## config.mk

```make
export PLATFORM = sky130hd
export DESIGN_NAME = ps2_wake_detector
export DESIGN_NICKNAME = d
export VERILOG_FILES = /design/src/rtl/ps2w_pkg.sv /design/src/rtl/ps2_frame_rx.sv /design/src/rtl/key_seq_matcher.sv /design/src/rtl/ps2w_regs.sv /design/src/rtl/ps2_wake_detector.sv
export SDC_FILE = /design/constraint.sdc
export NUM_CORES = 1
export LEC_CHECK = 0
export BUFFER_PORTS_ARGS = -buffer_cell sky130_fd_sc_hd__clkbuf_2
export CAP_MARGIN = 5
export CELL_PAD_IN_SITES_DETAIL_PLACEMENT = 1
export CELL_PAD_IN_SITES_GLOBAL_PLACEMENT = 1
export CORE_MARGIN = 8
export CORE_UTILIZATION = 46
export DETAILED_ROUTE_END_ITERATION = 10
export HOLD_SLACK_MARGIN = 0.1
export PLACE_DENSITY_LB_ADDON = 0.15
export SYNTH_ARGS = -nofsm -noshare
export SYNTH_HDL_FRONTEND = slang
export SYNTH_HIERARCHICAL = 1
export SYNTH_SLANG_ARGS = --single-unit
```

## constraint.sdc

```tcl
create_clock -name clk -period 3.4 [get_ports clk]
set_input_delay 0.68 -clock clk [delete_from_list [all_inputs] [get_ports clk]]
set_output_delay 0.68 -clock clk [all_outputs]
set_load 0.05 [all_outputs]
```

## src/rtl/ps2w_pkg.sv

```systemverilog
package ps2w_pkg;

    typedef enum logic [1:0] {
        RX_IDLE   = 2'd0,
        RX_DATA   = 2'd1,
        RX_PARITY = 2'd2,
        RX_STOP   = 2'd3
    } rx_state_e;

    typedef enum logic [1:0] {
        MT_OFF = 2'd0,
        MT_SEQ = 2'd1,
        MT_PMK = 2'd2
    } match_state_e;

    localparam int CTRL_EN_BIT   = 0;
    localparam int CTRL_PM_BIT   = 1;
    localparam int CTRL_WAKE_BIT = 2;

endpackage

```

## src/rtl/ps2_frame_rx.sv

```systemverilog
module ps2_frame_rx
    import ps2w_pkg::*;
#(
    parameter int TIMEOUT_CYC = 100000,
    parameter int DW          = 8,
    localparam int TW         = $clog2(TIMEOUT_CYC + 1),
    localparam int CW         = $clog2(DW)
) (
    input  logic          clk,
    input  logic          rst_n,
    input  logic          line_clk,
    input  logic          line_dat,
    output logic          frame_ok,
    output logic [DW-1:0] frame_byte
);

    logic [2:0]    clk_sync;
    logic [1:0]    dat_sync;
    logic          fall;
    logic          sbit;
    rx_state_e     state, state_nx;
    logic [TW-1:0] gap_cnt;
    logic          gap_expired;
    logic [DW-1:0] shreg;
    logic [CW-1:0] bit_idx;
    logic          par_bit;
    logic          last_bit;

    // line synchronisers, idle level is high
    always_ff @(posedge clk or negedge rst_n) begin
        if (!rst_n) begin
            clk_sync <= '1;
            dat_sync <= '1;
        end else begin
            clk_sync <= {clk_sync[1:0], line_clk};
            dat_sync <= {dat_sync[0], line_dat};
        end
    end

    assign fall        = clk_sync[2] & ~clk_sync[1];
    assign sbit        = dat_sync[1];
    assign last_bit    = (bit_idx == CW'(DW - 1));
    assign gap_expired = (gap_cnt == TW'(TIMEOUT_CYC - 1)) && !fall;

    // next-state logic
    always_comb begin
        state_nx = state;
        unique case (state)
            RX_IDLE:   if (fall && !sbit) state_nx = RX_DATA;
            RX_DATA:   if (gap_expired) state_nx = RX_IDLE;
                       else if (fall && last_bit) state_nx = RX_PARITY;
            RX_PARITY: if (gap_expired) state_nx = RX_IDLE;
                       else if (fall) state_nx = RX_STOP;
            RX_STOP:   if (gap_expired || fall) state_nx = RX_IDLE;
            default:   state_nx = RX_IDLE;
        endcase
    end

    // state register
    always_ff @(posedge clk or negedge rst_n) begin
        if (!rst_n) state <= RX_IDLE;
        else        state <= state_nx;
    end

    // inter-edge gap counter
    always_ff @(posedge clk or negedge rst_n) begin
        if (!rst_n)                          gap_cnt <= '0;
        else if (state == RX_IDLE || fall)   gap_cnt <= '0;
        else                                 gap_cnt <= gap_cnt + TW'(1);
    end

    // datapath and outputs
    always_ff @(posedge clk or negedge rst_n) begin
        if (!rst_n) begin
            shreg      <= '0;
            bit_idx    <= '0;
            par_bit    <= 1'b0;
            frame_ok   <= 1'b0;
            frame_byte <= '0;
        end else begin
            frame_ok <= 1'b0;
            unique case (state)
                RX_IDLE: bit_idx <= '0;
                RX_DATA: if (fall) begin
                    shreg   <= {sbit, shreg[DW-1:1]};
                    bit_idx <= bit_idx + CW'(1);
                end
                RX_PARITY: if (fall) par_bit <= sbit;
                RX_STOP: if (fall && sbit && (^{shreg, par_bit})) begin
                    frame_ok   <= 1'b1;
                    frame_byte <= shreg;
                end
                default: ;
            endcase
        end
    end

endmodule

```

## src/rtl/key_seq_matcher.sv

```systemverilog
module key_seq_matcher
    import ps2w_pkg::*;
#(
    parameter int NKEYS = 8,
    localparam int PW   = $clog2(NKEYS)
) (
    input  logic                  clk,
    input  logic                  rst_n,
    input  logic                  enable,
    input  logic                  pm_mode,
    input  logic                  byte_ok,
    input  logic [7:0]            byte_in,
    input  logic [NKEYS-1:0][7:0] keys,
    output logic                  hit,
    output logic [PW-1:0]         ptr
);

    localparam logic [PW-1:0] LAST = PW'(NKEYS - 1);

    match_state_e     state, state_nx;
    logic [NKEYS-1:0] pos_ok;
    logic [NKEYS-1:0] pm_hit;
    logic             live;
    logic [PW-1:0]    ptr_nx;

    for (genvar g = 0; g < NKEYS; g++) begin : g_cmp
        assign pos_ok[g] = (keys[g] == 8'h00) || (keys[g] == byte_in);
        assign pm_hit[g] = (keys[g] != 8'h00) && (keys[g] == byte_in);
    end

    assign live = byte_ok && enable;

    always_comb begin
        if (!enable)      state_nx = MT_OFF;
        else if (pm_mode) state_nx = MT_PMK;
        else              state_nx = MT_SEQ;
    end

    // state register
    always_ff @(posedge clk or negedge rst_n) begin
        if (!rst_n) state <= MT_OFF;
        else        state <= state_nx;
    end

    // outputs and pointer update
    always_comb begin
        hit    = 1'b0;
        ptr_nx = ptr;
        unique case (state)
            MT_OFF: ptr_nx = '0;
            MT_SEQ: if (live) begin
                if (pos_ok[ptr]) begin
                    if (ptr == LAST) begin
                        hit    = !pm_mode;
                        ptr_nx = '0;
                    end else begin
                        ptr_nx = ptr + PW'(1);
                    end
                end else begin
                    ptr_nx = pos_ok[0] ? PW'(1) : PW'(0);
                end
            end
            MT_PMK: begin
                ptr_nx = '0;
                hit    = live && pm_mode && (|pm_hit);
            end
            default: ptr_nx = '0;
        endcase
    end

    always_ff @(posedge clk or negedge rst_n) begin
        if (!rst_n)                  ptr <= '0;
        else if (!enable || pm_mode) ptr <= '0;
        else                         ptr <= ptr_nx;
    end

endmodule

```

## src/rtl/ps2w_regs.sv

```systemverilog
module ps2w_regs
    import ps2w_pkg::*;
#(
    parameter int NKEYS    = 8,
    parameter int MSE_BITS = 3,
    localparam int AW      = $clog2(NKEYS + 3),
    localparam int A_KCAP  = NKEYS,
    localparam int A_MCAP  = NKEYS + 1,
    localparam int A_CTRL  = NKEYS + 2
) (
    input  logic                  clk,
    input  logic                  rst_n,
    input  logic [AW-1:0]         addr,
    input  logic                  wr,
    input  logic [7:0]            wdata,
    output logic [7:0]            rdata,
    input  logic                  kbd_ok,
    input  logic [7:0]            kbd_byte,
    input  logic                  mse_ok,
    input  logic [7:0]            mse_byte,
    input  logic                  hit,
    output logic [NKEYS-1:0][7:0] keys,
    output logic [7:0]            kbd_cap,
    output logic                  enable,
    output logic                  pm_mode,
    output logic                  wake
);

    logic [MSE_BITS-1:0] mse_cap;
    logic                ctrl_wr;

    assign ctrl_wr = wr && (addr == AW'(A_CTRL));

    always_ff @(posedge clk or negedge rst_n) begin
        if (!rst_n) begin
            keys <= '0;
        end else begin
            for (int i = 0; i < NKEYS; i++) begin
                if (wr && addr == AW'(i)) keys[i] <= wdata;
            end
        end
    end

    always_ff @(posedge clk or negedge rst_n) begin
        if (!rst_n) begin
            enable  <= 1'b0;
            pm_mode <= 1'b0;
        end else if (ctrl_wr) begin
            enable  <= wdata[CTRL_EN_BIT];
            pm_mode <= wdata[CTRL_PM_BIT];
        end
    end

    // set beats clear when both land in one cycle
    always_ff @(posedge clk or negedge rst_n) begin
        if (!rst_n)                              wake <= 1'b0;
        else if (hit)                            wake <= 1'b1;
        else if (ctrl_wr && wdata[CTRL_WAKE_BIT]) wake <= 1'b0;
    end

    always_ff @(posedge clk or negedge rst_n) begin
        if (!rst_n) begin
            kbd_cap <= '0;
            mse_cap <= '0;
        end else begin
            if (kbd_ok && enable) kbd_cap <= kbd_byte;
            if (mse_ok && enable) mse_cap <= mse_byte[MSE_BITS-1:0];
        end
    end

    always_comb begin
        rdata = 8'h00;
        for (int i = 0; i < NKEYS; i++) begin
            if (addr == AW'(i)) rdata = keys[i];
        end
        if (addr == AW'(A_KCAP)) rdata = kbd_cap;
        if (addr == AW'(A_MCAP)) rdata[MSE_BITS-1:0] = mse_cap;
        if (addr == AW'(A_CTRL)) begin
            rdata[CTRL_EN_BIT]   = enable;
            rdata[CTRL_PM_BIT]   = pm_mode;
            rdata[CTRL_WAKE_BIT] = wake;
        end
    end

endmodule

```

## src/rtl/ps2_wake_detector.sv

```systemverilog
module ps2_wake_detector
    import ps2w_pkg::*;
#(
    parameter int NKEYS       = 8,
    parameter int TIMEOUT_CYC = 100000,
    parameter int MSE_BITS    = 3,
    localparam int AW         = $clog2(NKEYS + 3)
) (
    input  logic          clk,
    input  logic          rst_n,
    input  logic          kbd_clk,
    input  logic          kbd_dat,
    input  logic          mse_clk,
    input  logic          mse_dat,
    input  logic [AW-1:0] reg_addr,
    input  logic          reg_wr,
    input  logic [7:0]    reg_wdata,
    output logic [7:0]    reg_rdata,
    output logic          wake_o
);

    localparam int PW = $clog2(NKEYS);

    logic                  kbd_ok, mse_ok;
    logic [7:0]            kbd_byte, mse_byte;
    logic [7:0]            kbd_cap;
    logic [NKEYS-1:0][7:0] keys;
    logic                  ctrl_en, ctrl_pm;
    logic                  seq_hit;
    logic [PW-1:0]         match_ptr;

    ps2_frame_rx #(.TIMEOUT_CYC(TIMEOUT_CYC), .DW(8)) u_kbd_rx (
        .clk        (clk),
        .rst_n      (rst_n),
        .line_clk   (kbd_clk),
        .line_dat   (kbd_dat),
        .frame_ok   (kbd_ok),
        .frame_byte (kbd_byte)
    );

    ps2_frame_rx #(.TIMEOUT_CYC(TIMEOUT_CYC), .DW(8)) u_mse_rx (
        .clk        (clk),
        .rst_n      (rst_n),
        .line_clk   (mse_clk),
        .line_dat   (mse_dat),
        .frame_ok   (mse_ok),
        .frame_byte (mse_byte)
    );

    key_seq_matcher #(.NKEYS(NKEYS)) u_match (
        .clk     (clk),
        .rst_n   (rst_n),
        .enable  (ctrl_en),
        .pm_mode (ctrl_pm),
        .byte_ok (kbd_ok),
        .byte_in (kbd_byte),
        .keys    (keys),
        .hit     (seq_hit),
        .ptr     (match_ptr)
    );

    ps2w_regs #(.NKEYS(NKEYS), .MSE_BITS(MSE_BITS)) u_regs (
        .clk      (clk),
        .rst_n    (rst_n),
        .addr     (reg_addr),
        .wr       (reg_wr),
        .wdata    (reg_wdata),
        .rdata    (reg_rdata),
        .kbd_ok   (kbd_ok),
        .kbd_byte (kbd_byte),
        .mse_ok   (mse_ok),
        .mse_byte (mse_byte),
        .hit      (seq_hit),
        .keys     (keys),
        .kbd_cap  (kbd_cap),
        .enable   (ctrl_en),
        .pm_mode  (ctrl_pm),
        .wake     (wake_o)
    );

endmodule

```

; Word-level counts from Yosys, hierarchy flattened
; Index checks and enable logic that the tools add are counted.
[totals]
reg_bits = 168
latch_bits = 0
ramBits = 0
mem_bits_ro = 0
output_inout_bits = 9
memories = 0
[op_classes]
addsub = 5
multipliers = 0
n_div = 0
magnitude_cmp = 1
n_eq_ne = 42
n_shift = 0
mux = 51
n_bitwise = 4
reduce_logical = 86
[op_table]
columns = operator, count
row1 = $mux W8, 9
row2 = $eq A8 B8 Y1, 8
row3 = $logic_not A8 Y1, 8
row4 = $reduce_bool A8 Y1, 8
row5 = $add A17 B1 Y17 const B, 2
row6 = $eq A17 B17 Y1 const B, 2
row7 = $mux W17, 2
row8 = $logic_and A1 B1 Y1, 32
row9 = $mux W2, 14
row10 = $mux W3, 9
row11 = $reduce_xor A9 Y1, 2
row12 = $eq A4 B3 Y1 const B, 4
row13 = $pmux W2 S4, 2
row14 = $reduce_and A2 Y1, 8
row15 = $ne A3 B1 Y1 const B, 5
row16 = $logic_or A1 B1 Y1, 13
row17 = $eq A4 B4 Y1 const B, 3
row18 = $ne A2 B1 Y1 const B, 6
row19 = $pmux W3 S2, 2
row20 = $mux W1, 11
row21 = $eq A2 B2 Y1 const B, 5
row22 = $add A3 B1 Y3 const B, 3
row23 = $eq A3 B3 Y1 const B, 3
row24 = $eq A4 B2 Y1 const B, 2
row25 = 13 further kinds, 26

; Depth between registers and ports, before layout
[logic_depth]
depth_word = 12
ltp_mapped = 9
ltp_nobuf = 8

; By module
; Netlist, hierarchy kept.
[by_module_without_submodules]
columns = mod, instances, cells_per_inst, area_each_um2, seq_area_each_um2
row1 = ps2_frame_rx, 2, 164, 1984.4, 1132.3
row2 = ps2w_regs, 1, 317, 3955.0, 1951.9
row3 = key_seq_matcher, 1, 174, 1410.1, 125.1

; Least setup slack after synthesis
; No wires, ideal clock.
[synth_timing]
path_type = input port to output port
from = input reg_addr[3]
to = output reg_rdata[3]
t_arrival_ns = 2.151
slack_ns = 0.569
stages = 5
path_buffers = 1
path_cell_list = buf_2 -> or3_1 -> nor2_1 -> a211oi_1 -> o21ai_1
[synth_via]
elab_chain_cells = 10
word_cells_on_any_way = 18
classes_between = eq/ne: 8 / mux: 9 / reduce/logical: 1
[synth_lines]
columns = element, line
row1 = "start, declared", ps2_wake_detector.sv:15  ; input logic [AW-1:0] reg_addr,
row2 = $logic_not A4 Y1, ps2w_regs.sv:74  ; if (addr == AW'(i)) rdata = keys[i];
row3 = $mux W8 (8 in a row), ps2w_regs.sv:74
row4 = $mux W8 (*), ps2w_regs.sv:76  ; if (addr == AW'(A_KCAP)) rdata = kbd_cap;
row5 = "end, declared", ps2_wake_detector.sv:18  ; output logic [7:0] reg_rdata,
; Mark *: on every way between the ends. The rest lies on a longest branch, timed or not.

; Worst setup path after layout
[layout_timing]
from = input reg_addr[1]
to = output reg_rdata[1]
[layout_via]
elab_chain_cells = 12
word_cells_on_any_way = 22
classes_between = eq/ne: 10 / mux: 11 / reduce/logical: 1
[layout_lines]
columns = element, line
row1 = $logic_not A4 Y1, ps2w_regs.sv:74
row2 = $mux W8 (8 in a row), ps2w_regs.sv:74
row3 = $mux W8, ps2w_regs.sv:76
row4 = $mux W3, ps2w_regs.sv:77  ; if (addr == AW'(A_MCAP)) rdata[MSE_BITS-1:0] = mse_cap;
row5 = $mux W3 (*), ps2w_regs.sv:78  ; if (addr == AW'(A_CTRL)) begin
; Marks and branches as above.

==> results by group <==
Clocking
  – Setup Buffers After CTS: 0
  – TritonCTS Buffers: 17
  – Worst-path clk slew: 0.06 ns
  – CTS tree: done
  – H-tree depth: 4
  – Post-CTS Hold Buffers: 0
  – # resized after CTS: 0
  – Clock Tree Buf Depth: 2
  – Clk_lat worst skew: about 0.43 ns
  – # clock sinks: 168
  – Clock root buffer master: clkbuf_16

Global route
  – GR Overflow Total: 0
  – Initial antenna violation count: 0
  – Vias in the first global route: 7101
  – First-pass GRT wire length: 39.88 mm
  – All-layer global routing usage: 20.95%
  – Largest net degree at the start of global routing: 69

Final layout
  – # diodes: 0
  – Post-layout instance area: 0.01006 sq mm
  – Nets@finish: 860
  – # fillers: 2114
  – Layout cells sized above 1: 17.89%
  – Synth-to-layout area growth: 9.898%
  – FF+latch area: about 0.0042 sq mm
  – Area of the multi-input gates: 0.004627 sq mm

Timing
  – Slew HR: 38.64%
  – Skew final: 0.01096 ns
  – Post-route clock period utilization: approximately nine tenths
  – RSZ-0062 raised after global routing: false
  – Setup TNS: 0 ns
  – Setup violators final: 0
  – Fmax: 0.3283 GHz
  – Final hold viol count: 0
  – Pins Over Slew Limit: 0
  – Least-Margin Pin Slew: 0.9171 ns
  – Crit path time final: 3.046 ns

Routing
  – Vias: 6582
  – Total wire length: 24.36 mm
  – DRC: 0
  – Violation count after the first detailed-route iteration: 380
  – Pre-antenna DRT Iters: 5
  – Final ANT Viol Nets: 0
  – Average wire per standard cell: 21.97 um
  – Vias per cell: 5.935

Power
  – Sw Pwr: between 1.5 and 2 mW
  – Sequential share of power: 46.7%
  – Gate power share: 21.6%
  – VDD IR max: 0.2757 mV
  – Leak Pwr: 4.405 nW
  – Clk pwr share: 31.8%
  – Internal power: 3.955 mW
  – Switch share: 31.81%
  – Power density over the cells: between 500 and 600 mW/mm^2

Place
  – GP Congestion: 0.8721
  – HPWL after DPL: between 15 and 20 mm
  – PortBufs: 27
  – DP Area: 0.009487 sq mm

Yosys
  – YS warnings: 6
  – Synth Instances: 809
  – Avg Synthesized Cell Area: 11.31 sq um
  – Syn_nets: around 840
  – Syn Std Cell Area: slightly above 0.009 sq mm

Critical path
  – Cell depth of the worst setup path: 7
  – CP max FO: 23
  – Worst setup EP type: output pin
  – Worst Path Required: around 2.7 ns
  – RR Startpoint: u_kbd_rx/frame_byte[6]
  – CP Class: in2out
  – Reg-to-Reg End: u_regs/wake
  – CP cell instances: clkbuf_2 -> buf_4 -> nand4b_1 -> a2bb2oi_1 -> o2111ai_1 -> o211ai_2 -> clkbuf_2
  – Delay of the slowest cell on the worst path: 0.36 ns
  – Bufs and invs on worst path: 3
  – CP max-delay cell: clkbuf_2
  – Crit path launch: reg_addr[1]
  – CP arrival: 2.37 ns
  – Worst reg2reg path depth: 8
  – FF-to-FF setup slack: 0.59 ns
  – Crit path top cell by count: clkbuf_2
  – CP Launch Type: input pin
  – Top delay family on crit path: buffers and inverters

Die
  – Die area: 0.02467 sq mm
  – Starting Density: 46.87%
  – DIE WIDTH: 157.1 um
  – Die H: 157.1 um
  – Area of the core: just under 0.02 sq mm
  – Io pins: 28
  – # rows: 51

Job
  – Total of max-cap violations: 0

Outcome
  – Status: completed

Worst hold path
  – HP Class: in2async
==> stage by stage <==
stage / setup slack [ns] / hold slack, ns / instances / util, % / power (mW)
detailed placement: 0.3953 / 0.3494 / 1075 / 48.58 / 3.975
floorplan: 0.5688 / 0.3452 / 809 / - / 3.565
global placement: 0.4678 / 0.3458 / 1075 / 48.58 / 3.904
finish: 0.3537 / 0.2713 / 1109 / 51.51 / 5.801
global route: 0.2528 / 0.2994 / 1109 / 51.51 / 6.098
CTS: 0.3915 / 0.2838 / 1107 / 51.44 / 5.852
==> metal layers <==
layer / wire length (um) / vias to the layer above / part of all wire (%) / track usage (%)
met4: 535 / 0 / 2.2 / 7.525
met5: 0 / - / 0 / 0
met1: 10650 / 3440 / 44 / 26.58
met3: 916 / 38 / 3.8 / 3.729
met2: 12260 / 122 / 50 / 35.33
li1: - / 2982 / - / -
==> flip-flops by register name, summed over array words and instances (netlist names), 3 cells and up <==
name and flops:
u_regs/kbd_cap 8, u_regs/mse_cap 3, u_kbd_rx/shreg 8, u_mse_rx/frame_byte 3
u_mse_rx/gap_cnt 17, u_match/ptr 3, u_kbd_rx/gap_cnt 17, u_kbd_rx/bit_idx 3
u_regs/keys 64, u_kbd_rx/frame_byte 8, u_mse_rx/clk_sync 3, u_kbd_rx/clk_sync 3
u_mse_rx/bit_idx 3, u_mse_rx/shreg 8
==> power by group through the flow <==
| stage | Combinational, mW | Clock (mW) | Sequential (mW) |
|---|---|---|---|
| global route | 1.37 | 1.98 | 2.75 |
| finish | 1.25 | 1.84 | 2.71 |
| detailed placement | 1.24 | 0 | 2.73 |
| floorplan | 0.994 | 0 | 2.57 |
| CTS | 1.25 | 1.90 | 2.70 |
| global placement | 1.19 | 0 | 2.71 |
==> cell usage in the layout, fill, tap and decap left out, drive strengths merged, types with 9 or more instances in the layout <==
| cell | instances |
|---|---|
| xnor2 | 36 |
| mux2i | 10 |
| xor2 | 54 |
| nand2b | 12 |
| nand3 | 15 |
| buf | 12 |
| or4 | 10 |
| and4 | 10 |
| a22o | 9 |
| ha | 10 |
| nand4 | 15 |
| dfstp | 10 |
| nor4 | 16 |
| mux2 | 108 |
| nand2 | 43 |
| or3 | 11 |
| inv | 29 |
| clkbuf | 48 |
| o22ai | 9 |
| o21ai | 35 |
| a21oi | 26 |
| nor2 | 53 |
| dfrtp | 158 |
==> how the worst max path moves through the flow <==
stage,end,slack (ns)
2_1_floorplan,reg_rdata[3],0.57
3_3_place_gp,reg_rdata[1],0.47
3_5_place_dp,reg_rdata[1],0.40
4_1_cts,reg_rdata[1],0.39
5_1_grt,reg_rdata[1],0.25
6_report,reg_rdata[1],0.35
==> area by class of cell <==
class                   count  area share [%]
clock buffers              22           4.715
clock inverters            10          0.8210
inverters                  24          0.8956
multi-input cells         582           46.00
flip-flops and latches    168           41.92
well taps                 265           3.296
repair buffers             38           2.351
==> worst reg2reg max path: cells and delay by family, from the launching register on <==
kind	cells	cell delay, ns
AO/OA/AOI/OAI	5	1.09
XOR/XNOR	1	0.15
flip-flops	1	0.74
AND/OR/NAND/NOR	2	0.77
No activity file was read; power rests on OpenSTA's default activity.
